`src/rtl/extint_pkg.sv`:
```
package extint_pkg;

  typedef enum logic [2:0] {
    TRIG_LOW  = 3'b000,
    TRIG_HIGH = 3'b001,
    TRIG_FALL = 3'b010,
    TRIG_RISE = 3'b011,
    TRIG_BOTH = 3'b100
  } trigCode_e;

  typedef enum logic [1:0] {
    SEL_TRIG = 2'd0,
    SEL_FILT = 2'd1,
    SEL_MASK = 2'd2,
    SEL_PEND = 2'd3
  } regSel_e;

  typedef struct packed {
    logic    trigWr;
    logic    filtWr;
    logic    maskWr;
    logic    pendWr;
    logic    rdValid;
    regSel_e rdSel;
  } regStrobe_t;

endpackage

```
`src/rtl/extint_ctrl.sv`:
```
module extint_ctrl
  import extint_pkg::*;
#(
  parameter int ADDR_W = 2
) (
  input  logic              busWrEn,
  input  logic [ADDR_W-1:0] busAddr,
  output regStrobe_t        stb
);

  logic    upperZero;
  regSel_e sel;

  generate
    if (ADDR_W > 2) begin : g_wide
      assign upperZero = ~|busAddr[ADDR_W-1:2];
    end else begin : g_narrow
      assign upperZero = 1'b1;
    end
  endgenerate

  assign sel = regSel_e'(busAddr[1:0]);

  always_comb begin
    stb         = '0;
    stb.rdSel   = sel;
    stb.rdValid = upperZero;
    if (busWrEn && upperZero) begin
      unique case (sel)
        SEL_TRIG: stb.trigWr = 1'b1;
        SEL_FILT: stb.filtWr = 1'b1;
        SEL_MASK: stb.maskWr = 1'b1;
        SEL_PEND: stb.pendWr = 1'b1;
        default:  ;
      endcase
    end
  end

endmodule

```
`src/rtl/extint_pin.sv`:
```
module extint_pin
  import extint_pkg::*;
#(
  parameter int FILT_W = 8
) (
  input  logic              clk,
  input  logic              rstN,
  input  logic              pinRaw,
  input  logic              filtEn,
  input  logic [FILT_W-1:0] filtLen,
  input  logic [2:0]        trigMode,
  output logic              hit
);

  logic              syncA, syncB;
  logic              filtLvl, prevLvl;
  logic [FILT_W-1:0] stableCnt;
  logic [FILT_W-1:0] needLen;
  logic              reached;
  logic              riseEv, fallEv;

  assign needLen = (filtLen == '0) ? FILT_W'(1) : filtLen;
  assign reached = ({1'b0, stableCnt} + 1'b1) >= {1'b0, needLen};

  always_ff @(posedge clk or negedge rstN) begin
    if (!rstN) begin
      syncA     <= 1'b1;
      syncB     <= 1'b1;
      filtLvl   <= 1'b1;
      prevLvl   <= 1'b1;
      stableCnt <= '0;
    end else begin
      syncA   <= pinRaw;
      syncB   <= syncA;
      prevLvl <= filtLvl;
      if (!filtEn) begin
        filtLvl   <= syncB;
        stableCnt <= '0;
      end else if (syncB == filtLvl) begin
        stableCnt <= '0;
      end else if (reached) begin
        filtLvl   <= syncB;
        stableCnt <= '0;
      end else begin
        stableCnt <= stableCnt + 1'b1;
      end
    end
  end

  assign riseEv = filtLvl & ~prevLvl;
  assign fallEv = ~filtLvl & prevLvl;

  always_comb begin
    case (trigMode)
      TRIG_LOW:  hit = ~filtLvl;
      TRIG_HIGH: hit = filtLvl;
      TRIG_FALL: hit = fallEv;
      TRIG_RISE: hit = riseEv;
      TRIG_BOTH: hit = riseEv | fallEv;
      default:   hit = 1'b0;
    endcase
  end

  // reserved codes never raise a trigger
  assert_reserved_quiet_R6: assert property (@(posedge clk) disable iff (!rstN)
    (trigMode > 3'b100) |-> !hit);

  // a falling-edge trigger coincides with a drop of the filtered level
  assert_fall_edge_R3: assert property (@(posedge clk) disable iff (!rstN)
    (trigMode == 3'b010 && hit) |-> $fell(filtLvl));

  // the filtered level only moves to the value the synchroniser holds
  assert_filter_follows_R11: assert property (@(posedge clk) disable iff (!rstN)
    (filtLvl != $past(filtLvl)) |-> (filtLvl == $past(syncB)));

endmodule

```
`src/rtl/extint_datapath.sv`:
```
module extint_datapath
  import extint_pkg::*;
#(
  parameter int NUM_PINS = 8,
  parameter int FILT_W   = 8,
  parameter int DATA_W   = 32
) (
  input  logic                clk,
  input  logic                rstN,
  input  regStrobe_t          stb,
  input  logic [DATA_W-1:0]   wrData,
  input  logic [NUM_PINS-1:0] pinIn,
  output logic [DATA_W-1:0]   rdData,
  output logic                irqOut
);

  localparam int FIELD_STRIDE = 4;
  localparam int CODE_W       = 3;
  localparam int LEN_LSB      = NUM_PINS;

  logic [NUM_PINS-1:0][CODE_W-1:0] trigReg;
  logic [NUM_PINS-1:0]             filtEnReg;
  logic [FILT_W-1:0]               filtLenReg;
  logic [NUM_PINS-1:0]             maskReg;
  logic [NUM_PINS-1:0]             pendReg;
  logic [NUM_PINS-1:0]             hitVec;
  logic [NUM_PINS-1:0]             clrVec;
  logic                            unusedPad;

  assign clrVec = stb.pendWr ? wrData[NUM_PINS-1:0] : '0;

  always_ff @(posedge clk or negedge rstN) begin
    if (!rstN) begin
      trigReg    <= '0;
      filtEnReg  <= '1;
      filtLenReg <= FILT_W'(1);
      maskReg    <= '1;
      pendReg    <= '0;
    end else begin
      if (stb.trigWr) begin
        for (int i = 0; i < NUM_PINS; i++) begin
          trigReg[i] <= wrData[FIELD_STRIDE*i +: CODE_W];
        end
      end
      if (stb.filtWr) begin
        filtEnReg  <= wrData[NUM_PINS-1:0];
        filtLenReg <= wrData[LEN_LSB +: FILT_W];
      end
      if (stb.maskWr) begin
        maskReg <= wrData[NUM_PINS-1:0];
      end
      pendReg <= (pendReg & ~clrVec) | hitVec;
    end
  end

  generate
    for (genvar p = 0; p < NUM_PINS; p++) begin : g_pin
      extint_pin #(.FILT_W(FILT_W)) u_pin (
        .clk     (clk),
        .rstN    (rstN),
        .pinRaw  (pinIn[p]),
        .filtEn  (filtEnReg[p]),
        .filtLen (filtLenReg),
        .trigMode(trigReg[p]),
        .hit     (hitVec[p])
      );
    end
  endgenerate

  always_comb begin
    rdData = '0;
    if (stb.rdValid) begin
      case (stb.rdSel)
        SEL_TRIG: begin
          for (int i = 0; i < NUM_PINS; i++) begin
            rdData[FIELD_STRIDE*i +: CODE_W] = trigReg[i];
          end
        end
        SEL_FILT: begin
          rdData[NUM_PINS-1:0]      = filtEnReg;
          rdData[LEN_LSB +: FILT_W] = filtLenReg;
        end
        SEL_MASK: rdData[NUM_PINS-1:0] = maskReg;
        SEL_PEND: rdData[NUM_PINS-1:0] = pendReg;
        default:  ;
      endcase
    end
  end

  always_comb begin
    unusedPad = 1'b0;
    for (int i = 0; i < NUM_PINS; i++) begin
      unusedPad = unusedPad ^ wrData[FIELD_STRIDE*i + CODE_W];
    end
  end

  assign irqOut = |(pendReg & ~maskReg);

  // a cleared bit with no trigger in that cycle reads 0 next cycle
  assert_clear_takes_R8: assert property (@(posedge clk) disable iff (!rstN)
    stb.pendWr |=> ((pendReg & $past(clrVec & ~hitVec)) == '0));

  // a trigger always leaves its pending bit set, whatever else happens
  assert_set_wins_R9: assert property (@(posedge clk) disable iff (!rstN)
    (|hitVec) |=> ((pendReg & $past(hitVec)) == $past(hitVec)));

  // pending bits not cleared stay set
  assert_sticky_R8: assert property (@(posedge clk) disable iff (!rstN)
    (|pendReg) |=> ((pendReg & $past(pendReg & ~clrVec)) == $past(pendReg & ~clrVec)));

  // request only raised by an enabled pending bit, and the mask reacts at once
  assert_mask_gate_R7: assert property (@(posedge clk) disable iff (!rstN)
    (maskReg == '1) |-> !irqOut);

endmodule

```
`src/rtl/extint_bank.sv`:
```
module extint_bank
  import extint_pkg::*;
#(
  parameter int NUM_PINS = 8,
  parameter int FILT_W   = 8,
  parameter int DATA_W   = 32,
  parameter int ADDR_W   = 2
) (
  input  logic                clk,
  input  logic                rstN,
  input  logic                busWrEn,
  input  logic [ADDR_W-1:0]   busAddr,
  input  logic [DATA_W-1:0]   busWrData,
  output logic [DATA_W-1:0]   busRdData,
  input  logic [NUM_PINS-1:0] pinIn,
  output logic                irqOut
);

  regStrobe_t stb;

  extint_ctrl #(.ADDR_W(ADDR_W)) u_ctrl (
    .busWrEn(busWrEn),
    .busAddr(busAddr),
    .stb    (stb)
  );

  extint_datapath #(
    .NUM_PINS(NUM_PINS),
    .FILT_W  (FILT_W),
    .DATA_W  (DATA_W)
  ) u_dp (
    .clk   (clk),
    .rstN  (rstN),
    .stb   (stb),
    .wrData(busWrData),
    .pinIn (pinIn),
    .rdData(busRdData),
    .irqOut(irqOut)
  );

endmodule

```
`config.mk`:
```
export PLATFORM = sky130hd
export DESIGN_NAME = extint_bank
export DESIGN_NICKNAME = d
export VERILOG_FILES = /design/src/rtl/extint_pkg.sv /design/src/rtl/extint_ctrl.sv /design/src/rtl/extint_pin.sv /design/src/rtl/extint_datapath.sv /design/src/rtl/extint_bank.sv
export SDC_FILE = /design/constraint.sdc
export NUM_CORES = 1
export LEC_CHECK = 0
export ABC_AREA = 0
export BUFFER_PORTS_ARGS = -buffer_cell sky130_fd_sc_hd__buf_2
export CAP_MARGIN = 40
export CORE_ASPECT_RATIO = 0.5
export CORE_MARGIN = 2
export CORE_UTILIZATION = 34
export CTS_CLUSTER_SIZE = 10
export DETAILED_ROUTE_END_ITERATION = 8
export PLACE_DENSITY = 0.54
export SLEW_MARGIN = 20
export SYNTH_ARGS = -nofsm -noshare
export SYNTH_HDL_FRONTEND = slang
export SYNTH_HIERARCHICAL = 1
export SYNTH_SLANG_ARGS = --single-unit
```
`constraint.sdc`:
```
create_clock -name clk -period 2.3 [get_ports clk]
set_clock_uncertainty 0.15 [all_clocks]
set_input_delay 0.345 -clock clk [delete_from_list [all_inputs] [get_ports clk]]
set_output_delay 0.345 -clock clk [all_outputs]
set_load 0.02 [all_outputs]
```
==> results of run 1 <==
==> worst max path at each step <==
stage	start	slack [ns]	end
after CTS	u_dp/g_pin[3].u_pin/stableCnt[0]	-0.19	u_dp/g_pin[3].u_pin/stableCnt[6]
final	u_dp/g_pin[2].u_pin/stableCnt[0]	-0.14	u_dp/g_pin[2].u_pin/filtLvl
after floorplan	u_dp/g_pin[3].u_pin/stableCnt[0]	-0.09	u_dp/g_pin[3].u_pin/stableCnt[2]
after detailed placement	u_dp/g_pin[3].u_pin/stableCnt[0]	-0.24	u_dp/g_pin[3].u_pin/stableCnt[6]
after global routing	u_dp/g_pin[5].u_pin/stableCnt[1]	-0.29	u_dp/g_pin[5].u_pin/stableCnt[2]
after global placement	u_dp/g_pin[3].u_pin/stableCnt[0]	-0.21	u_dp/g_pin[3].u_pin/stableCnt[7]
==> registers in the layout (all words and copies together) (netlist names) <==
signal,flops
u_dp/maskReg,8
u_dp/trigReg,24
u_dp/filtLenReg,8
u_dp/g_pin.u_pin/syncB,8
u_dp/pendReg,8
u_dp/g_pin.u_pin/prevLvl,8
u_dp/g_pin.u_pin/filtLvl,8
u_dp/g_pin.u_pin/stableCnt,64
u_dp/filtEnReg,8
u_dp/g_pin.u_pin/syncA,8
==> cells in the mapped netlist, types with 8 or more instances <==
cell        n
dfstp_2    49
mux2i_1    28
a21o_1      9
nand3_1    39
dfrtp_1   103
ha_1       88
xnor2_1    23
nor2_1     51
inv_1      90
o22ai_1    11
mux2_1     34
nor2b_1    42
and2_1     19
a41o_1      8
xor2_1     33
a211oi_1    9
mux2_2     14
nor4_1      8
o21ai_0     9
a21oi_1    23
buf_4      10
nand2b_1    9
nand2_1    57
nand4b_1    8
and3_1      9
nand3_2    14
==> where the power goes <==
part           total, mW  switching, mW  internal, mW
combinational       2.69           1.33          1.36
clock               2.74           1.14          1.60
sequential          3.50          0.374          3.12
total               8.93           2.85          6.09
==> what timing repair did <==
action / CTS / global route
hold endpoints to repair: 55 / 1
buffers inserted: 17 / 12
pin swaps: 89 / 28
gates cloned: 0 / 0
hold buffers: 25 / 1
resized for setup: 82 / 43
endpoints found under the setup margin: 72 / 73
==> layout make-up <==
type / instances / share of cell area [%]
Multi-Input combinational cell: 608 / 44.0
Sequential cell: 152 / 30.9
Timing Repair Buffer: 234 / 14.4
Clock buffer: 21 / 3.51
Tap cell: 352 / 3.51
Inverter: 90 / 2.70
Clock inverter: 11 / 0.998
==> per-stage QoR <==
stage / power [mW] / instances / setup slack, ns / area (um2) / hold slack, ns
floorplan: 4.86 / 869 / -0.0885 / 9180 / -0.101
global placement: 5.83 / 1381 / -0.206 / 10800 / 0.183
detailed placement: 5.92 / 1381 / -0.241 / 10800 / 0.185
CTS: 8.90 / 1455 / -0.186 / 12200 / 0.00185
global route: 9.52 / 1468 / -0.291 / 12500 / 0.00452
finish: 8.93 / 1468 / -0.144 / 12500 / 0.0158
==> cell families after synthesis <==
| family | synth area share, % |
|---|---|
| buffers and inverters | 5.33 |
| DFF | 42.2 |
| AOI/OAI and AO/OA | 7.24 |
| muxes | 10.1 |
| and+or+nand+nor | 17.7 |
| adders and majority gates | 12.0 |
| xor gates and xnor gates | 5.36 |
| other | 0.0820 |
==> per-layer routing <==
metal / part of all wire, % / up-vias / GRT usage (%)
met5: 0 / - / 0
met4: 1.5 / 0 / 4.50
met3: 2.4 / 27 / 2.92
met2: 53 / 59 / 29.8
met1: 43 / 3392 / 19.5
li1: - / 3416 / -
==> metrics.log, run 1 <==
INFO  metric finalHoldViolations = 0
INFO  metric unrepaired_setup_endpoints_after_global_routing = true
INFO  metric portBuffers = 69
INFO  metric final_core_utilization = 47.4%
INFO  metric postSynth.asyncResetShare = 100%
INFO  metric worst_hold_path.endpoint = u_dp/trigReg[21]
INFO  metric antennaDiodeCount = 0
INFO  metric max_slew.worst_pin.slew = 0.511 ns
INFO  metric timing.critical_path.from_type = register
INFO  metric cts_inserted_buffers = 17
INFO  metric layout.nets = 1236
INFO  metric yosys_warnings = 6
INFO  metric yosys_most_used_dff = dfrtp_1
INFO  metric residual_drc = 0
INFO  metric drt_iter0_markers = 342
INFO  metric grt_pass1_wl = 36600 um
INFO  metric critical_path.max_stage_delay = 0.39 ns
INFO  metric via_count_normalized_by_instance_count = 4.70
INFO  metric max_cap_viol_count = 0
INFO  metric layout_common_cells = buf_4, dfrtp_1, inv_1
INFO  metric worst_hold_class = primary input to register
INFO  metric fp.dieH = 120 um
INFO  metric result_of_the_run = finished, violations left
INFO  metric pin_count_of_the_biggest_net_entering_global_routing = 50
INFO  metric crit_slowest_cell = dfrtp_1
INFO  metric num_rows = 42
INFO  metric ant_nets = 0
INFO  metric clock_tree.buffer_depth = 2
INFO  metric timing.reg2reg.worst_path_depth = 10
INFO  metric area_growth = 36.8%
INFO  metric multi_input_area = 5520 um2
INFO  metric required = 2.51 ns
INFO  metric core_area = 26400 um2
INFO  metric synth_area_leader_cell = dfrtp_1
INFO  metric cts_h_tree_depth = 4
INFO  metric layout.filler_cells = 2378
INFO  metric start_util = 34.6%
INFO  metric design.die.area = 28300 um2
INFO  metric timing.critical_path.arrival = 2.65 ns
INFO  metric synth_top_area_share = 28.1%
INFO  metric ctsRootBufferMaster = clkbuf_16
INFO  metric timing_worst_setup_path_type = register to register
INFO  metric globalplace.congestion = 0.795
INFO  metric routed_wirelength = 22100 um
INFO  metric cp.buffers_inverters = 0
INFO  metric holdCritStartpoint = busWrData[28]
INFO  metric worst_setup_path_end_kind = register
INFO  metric fin_tns_setup = -3.14 ns
INFO  metric setup_viol_count_final = 55
INFO  metric holdPathStages = 2
INFO  metric sequential_cell_area = 3870 um2
INFO  metric global_route.overflow_total = 0
INFO  metric regToRegSetupSlack = -0.14 ns
INFO  metric post-route-worst-setup-slack = -0.144 ns
INFO  metric synth_seq_area_share = 42.2%
INFO  metric layout_min_cycle_time = 2.44 ns
INFO  metric crit_path_cell_trace = and3_4 -> nand3_4 -> nor2_4 -> xor2_4 -> ha_4 -> nand2_2 -> nand4b_1 -> a211oi_2 -> nand2_1 -> mux2_4
INFO  metric maxClockFrequency = 409 MHz
INFO  metric synth.distinct_cells = 53
INFO  metric pin_count = 78
INFO  metric number_of_global_route_vias_before_repair = 7375
INFO  metric power_density = 713 nW/um2
INFO  metric slew_viol_final = 0
INFO  metric maxSlewHeadroom = 65.9%
INFO  metric cp.depth = 10
INFO  metric postSynthCellCount = 866
INFO  metric synth-edff-count = 0
INFO  metric syn_area_per_cell = 10.6 um2
INFO  metric r2r-end = u_dp/g_pin[2].u_pin/filtLvl
INFO  metric netlist_area = 9160 um2
INFO  metric final_layout_size_suffix_gt1_share = 39.2%
INFO  metric ir_worst_vdd = 0.000515 V
INFO  metric drt_pass_1_iters = 5
INFO  metric initial_antenna_violation_count = 0
INFO  metric path_clk_slew = 0.07 ns
INFO  metric crit_fanout = 4
INFO  metric commonest_non_fill_non_tap_cell_in_the_layout = buf_4
INFO  metric violations = negative setup slack
INFO  metric static-leakage-power = 5.98 nW
INFO  metric r2r-start = u_dp/g_pin[2].u_pin/stableCnt[0]
INFO  metric routedWlPerCell = 15.0 um
INFO  metric critical-path-top-delay-family = simple AND/OR/NAND/NOR gates
INFO  metric synth.area.top_cells = dfrtp_1, dfstp_2, ha_1, mux2_1, inv_1
INFO  metric die-width = 236 um
INFO  metric period_share = 106%
INFO  metric dp_hpwl = 15700 um
INFO  metric cts.sinks = 152
INFO  metric global_route.usage.total = 16.2%
INFO  metric synth-seq-cells = 152
INFO  metric tritoncts = done
INFO  metric latest_clock_arrival_within_the_worst_skew_pair = 0.43 ns
INFO  metric num_vias = 6894
Power figures use the tool's default switching activity.
==> inputs of run 2 (changes only) <==
--- a/config.mk
+++ b/config.mk
@@ -10,10 +10,10 @@
 export CAP_MARGIN = 40
 export CORE_ASPECT_RATIO = 0.5
 export CORE_MARGIN = 2
-export CORE_UTILIZATION = 34
+export CORE_UTILIZATION = 55
 export CTS_CLUSTER_SIZE = 10
 export DETAILED_ROUTE_END_ITERATION = 8
-export PLACE_DENSITY = 0.54
+export PLACE_DENSITY = 0.77
 export SLEW_MARGIN = 20
 export SYNTH_ARGS = -nofsm -noshare
 export SYNTH_HDL_FRONTEND = slang
==> run 2 against run 1 <==
Effect of this change:
- the flow still finishes with violations (negative setup slack)
- via count rose by 7.4%
- flip-flop and latch count did not move
- critical path depth did not move
- design area fell by 1.2%
- fmax fell by 7.4%
- cell count fell by 9.2%
- sequential power rose by 1%
- setup slack got worse by 0.20 ns
- clock-buffer cell count fell by 3
- hold slack barely moved
- wire length rose by 13%
==> metrics.log, run 2 (synthesis gave the netlist of run 1 again) <==
INFO  metric unrepaired_setup_endpoints_after_global_routing = true
INFO  metric crit_fanout = 4 (unchanged)
INFO  metric die-width = 186 um (-21%)
INFO  metric ctsRootBufferMaster = clkbuf_16
INFO  metric commonest_non_fill_non_tap_cell_in_the_layout = buf_4
INFO  metric grt_pass1_wl = 35900 um (-1.8%)
INFO  metric critical_path.startpoint = u_dp/g_pin[4].u_pin/stableCnt[0]
INFO  metric worst_hold_class = primary input to register
INFO  metric residual_drc = 0 (unchanged)
INFO  metric num_vias = 7402 (+7.4%)
INFO  metric maxSlewHeadroom = 59.2% (-6.7 points)
INFO  metric ir_worst_vdd = 0.000560 V (+8.6%)
INFO  metric largest_register_ff_count = 64 (unchanged)
INFO  metric global_route.overflow_total = 0 (unchanged)
INFO  metric registers_with_the_most_flip_flops = u_dp/g_pin.u_pin/stableCnt (64), u_dp/trigReg (24)
INFO  metric latest_clock_arrival_within_the_worst_skew_pair = 0.43 ns (about the same)
INFO  metric layout.nets = 1225 (-0.89%)
INFO  metric timing_worst_setup_path_type = register to register
INFO  metric timing.reg2reg.worst_path_depth = 10 (unchanged)
INFO  metric post_placement_worst_setup_slack = -0.271 ns (-0.0298 ns)
INFO  metric pin_count = 78 (unchanged)
INFO  metric num_rows = 33 (-21%)
INFO  metric global_route.usage.total = 25.9% (+9.6 points)
INFO  metric final.hold.worst_slack = 0.0162 ns (+0.000388 ns)
INFO  metric maxClockFrequency = 379 MHz (-7.4%)
INFO  metric required = 2.51 ns (about the same)
INFO  metric placed_cells_incl_taps = 1251 (-9.4%)
INFO  metric ant_nets = 0 (unchanged)
INFO  metric final_layout_size_suffix_gt1_share = 40.2% (+1.0 points)
INFO  metric crit_path_end = u_dp/g_pin[4].u_pin/filtLvl
INFO  metric regMostFlops = u_dp/g_pin.u_pin/stableCnt
INFO  metric via_count_normalized_by_instance_count = 5.55 (+18%)
INFO  metric number_of_global_route_vias_before_repair = 7417 (+0.57%)
INFO  metric clock_tree.buffer_depth = 2 (unchanged)
INFO  metric drt_iter0_markers = 485 (+42%)
INFO  metric initial_antenna_violation_count = 0 (unchanged)
INFO  metric post-route-worst-setup-slack = -0.340 ns (-0.196 ns)
INFO  metric slew_viol_final = 0 (unchanged)
INFO  metric pin_count_of_the_biggest_net_entering_global_routing = 55 (+10%)
INFO  metric globalplace.congestion = 0.826 (+3.9%)
INFO  metric violations = negative setup slack
INFO  metric r2r-start = u_dp/g_pin[4].u_pin/stableCnt[0]
INFO  metric area_growth = 35.1%
INFO  metric routed_wirelength = 25000 um (+13%)
INFO  metric worst_setup_path_end_kind = register
INFO  metric r2r-end = u_dp/g_pin[4].u_pin/filtLvl
INFO  metric report.power.total = 9.16 mW (+2.6%)
INFO  metric design.die.area = 17800 um2 (-37%)
INFO  metric cell_count_final_fillers_out = 1333 (-9.2%)
INFO  metric period_share = 115% (+8.5 points)
INFO  metric layout_min_cycle_time = 2.64 ns (+0.196 ns)
INFO  metric result_of_the_run = finished, violations left
INFO  metric timing.critical_path.arrival = 2.85 ns (+0.20 ns)
INFO  metric routedWlPerCell = 18.8 um (+25%)
INFO  metric regToRegSetupSlack = -0.34 ns (-0.20 ns)
INFO  metric drt_pass_1_iters = 5 (unchanged)
INFO  metric max_cap_viol_count = 0 (unchanged)
INFO  metric cts.sinks = 152 (unchanged)
INFO  metric dp_hpwl = 15300 um (-2.4%)
INFO  metric setup_viol_count_final = 72 (+31%)
INFO  metric core_area = 16400 um2 (-38%)
INFO  metric tritoncts = done
INFO  metric layout_common_cells = buf_4, dfrtp_1, inv_1
INFO  metric start_util = 56.0% (+21 points)
INFO  metric layout.filler_cells = 949 (-60%)
INFO  metric static-leakage-power = 5.94 nW (-0.61%)
INFO  metric cts_inserted_buffers = 17 (unchanged)
INFO  metric cts_h_tree_depth = 4 (unchanged)
INFO  metric fp.dieH = 95.3 um (-21%)
INFO  metric fin_tns_setup = -10.03 ns (-6.89 ns)
INFO  metric timing.critical_path.from_type = register
INFO  metric max_slew.worst_pin.slew = 0.612 ns (+0.101 ns)
INFO  metric power_density = 740 nW/um2 (+3.9%)
INFO  metric path_clk_slew = 0.07 ns (about the same)
INFO  metric portBuffers = 69 (unchanged)
INFO  metric finalHoldViolations = 0 (unchanged)
[run 2: how the worst min path moves through the flow]
stage,slack [ns],end,startpoint,cells past startpoint
after floorplan,-0.10,u_dp/filtLenReg[1],rstN,0
after global placement,0.19,u_dp/trigReg[6],rstN,1
after detailed placement,0.19,u_dp/trigReg[6],rstN,1
after CTS,0.003,u_dp/filtLenReg[3],busWrData[11],2
after global routing,0.009,u_dp/trigReg[8],busWrData[10],2
final,0.02,u_dp/trigReg[6],busWrData[8],2
[run 2: repair_timing]
action / 4_1_cts / 5_1_grt
hold buffers: 24 / 0
gates resized for setup: 47 / 92
setup buffers: 11 / 14
pin swaps: 78 / 47
endpoints found under the setup margin: 72 / 73
hold endpoints to repair: 57 / 0
[run 2: worst max-delay path, stage by stage, from the launching register on]
cell and delay (ns):
dfrtp_1 0.43, and3_4 0.23, nand3_4 0.09, nor2_4 0.12, xor2_2 0.24, ha_4 0.26
nand2_2 0.06, nand4b_1 0.14, a211oi_2 0.37, nand2_1 0.14, mux2_4 0.33
[run 2: cell type report]
type / count / area [um2] / share of cell area, %
Multi-Input combinational cell: 608 / 5600 / 45.2
Sequential cell: 152 / 3870 / 31.3
Timing Repair Buffer: 223 / 1700 / 13.8
Clock buffer: 18 / 439 / 3.55
Inverter: 90 / 338 / 2.73
Tap cell: 227 / 284 / 2.29
Clock inverter: 14 / 141 / 1.14
Antenna cell: 1 / 2.50 / 0.0202
[run 2: where the power goes]
group          total [mW]  switching (mW)  internal [mW]
clock network        2.81            1.26           1.55
logic                2.80            1.46           1.34
registers            3.55           0.429           3.12
[run 2: routing by layer]
layer | part of all wire, % | global-route usage (%) | vias up
met5 | 0 | 0 | -
met4 | 3.4 | 10.2 | 0
met3 | 6.0 | 4.97 | 71
met2 | 51 | 47.0 | 256
met1 | 40 | 31.1 | 3670
li1 | - | - | 3405
[run 2: metrics by stage]
stage / utilization [%] / area (um2)
after floorplan: - / 9180
after CTS: 71.7 / 11700
after global routing: 75.7 / 12400
after detailed placement: 64.7 / 10600
after global placement: 64.7 / 10600
final: 75.7 / 12400
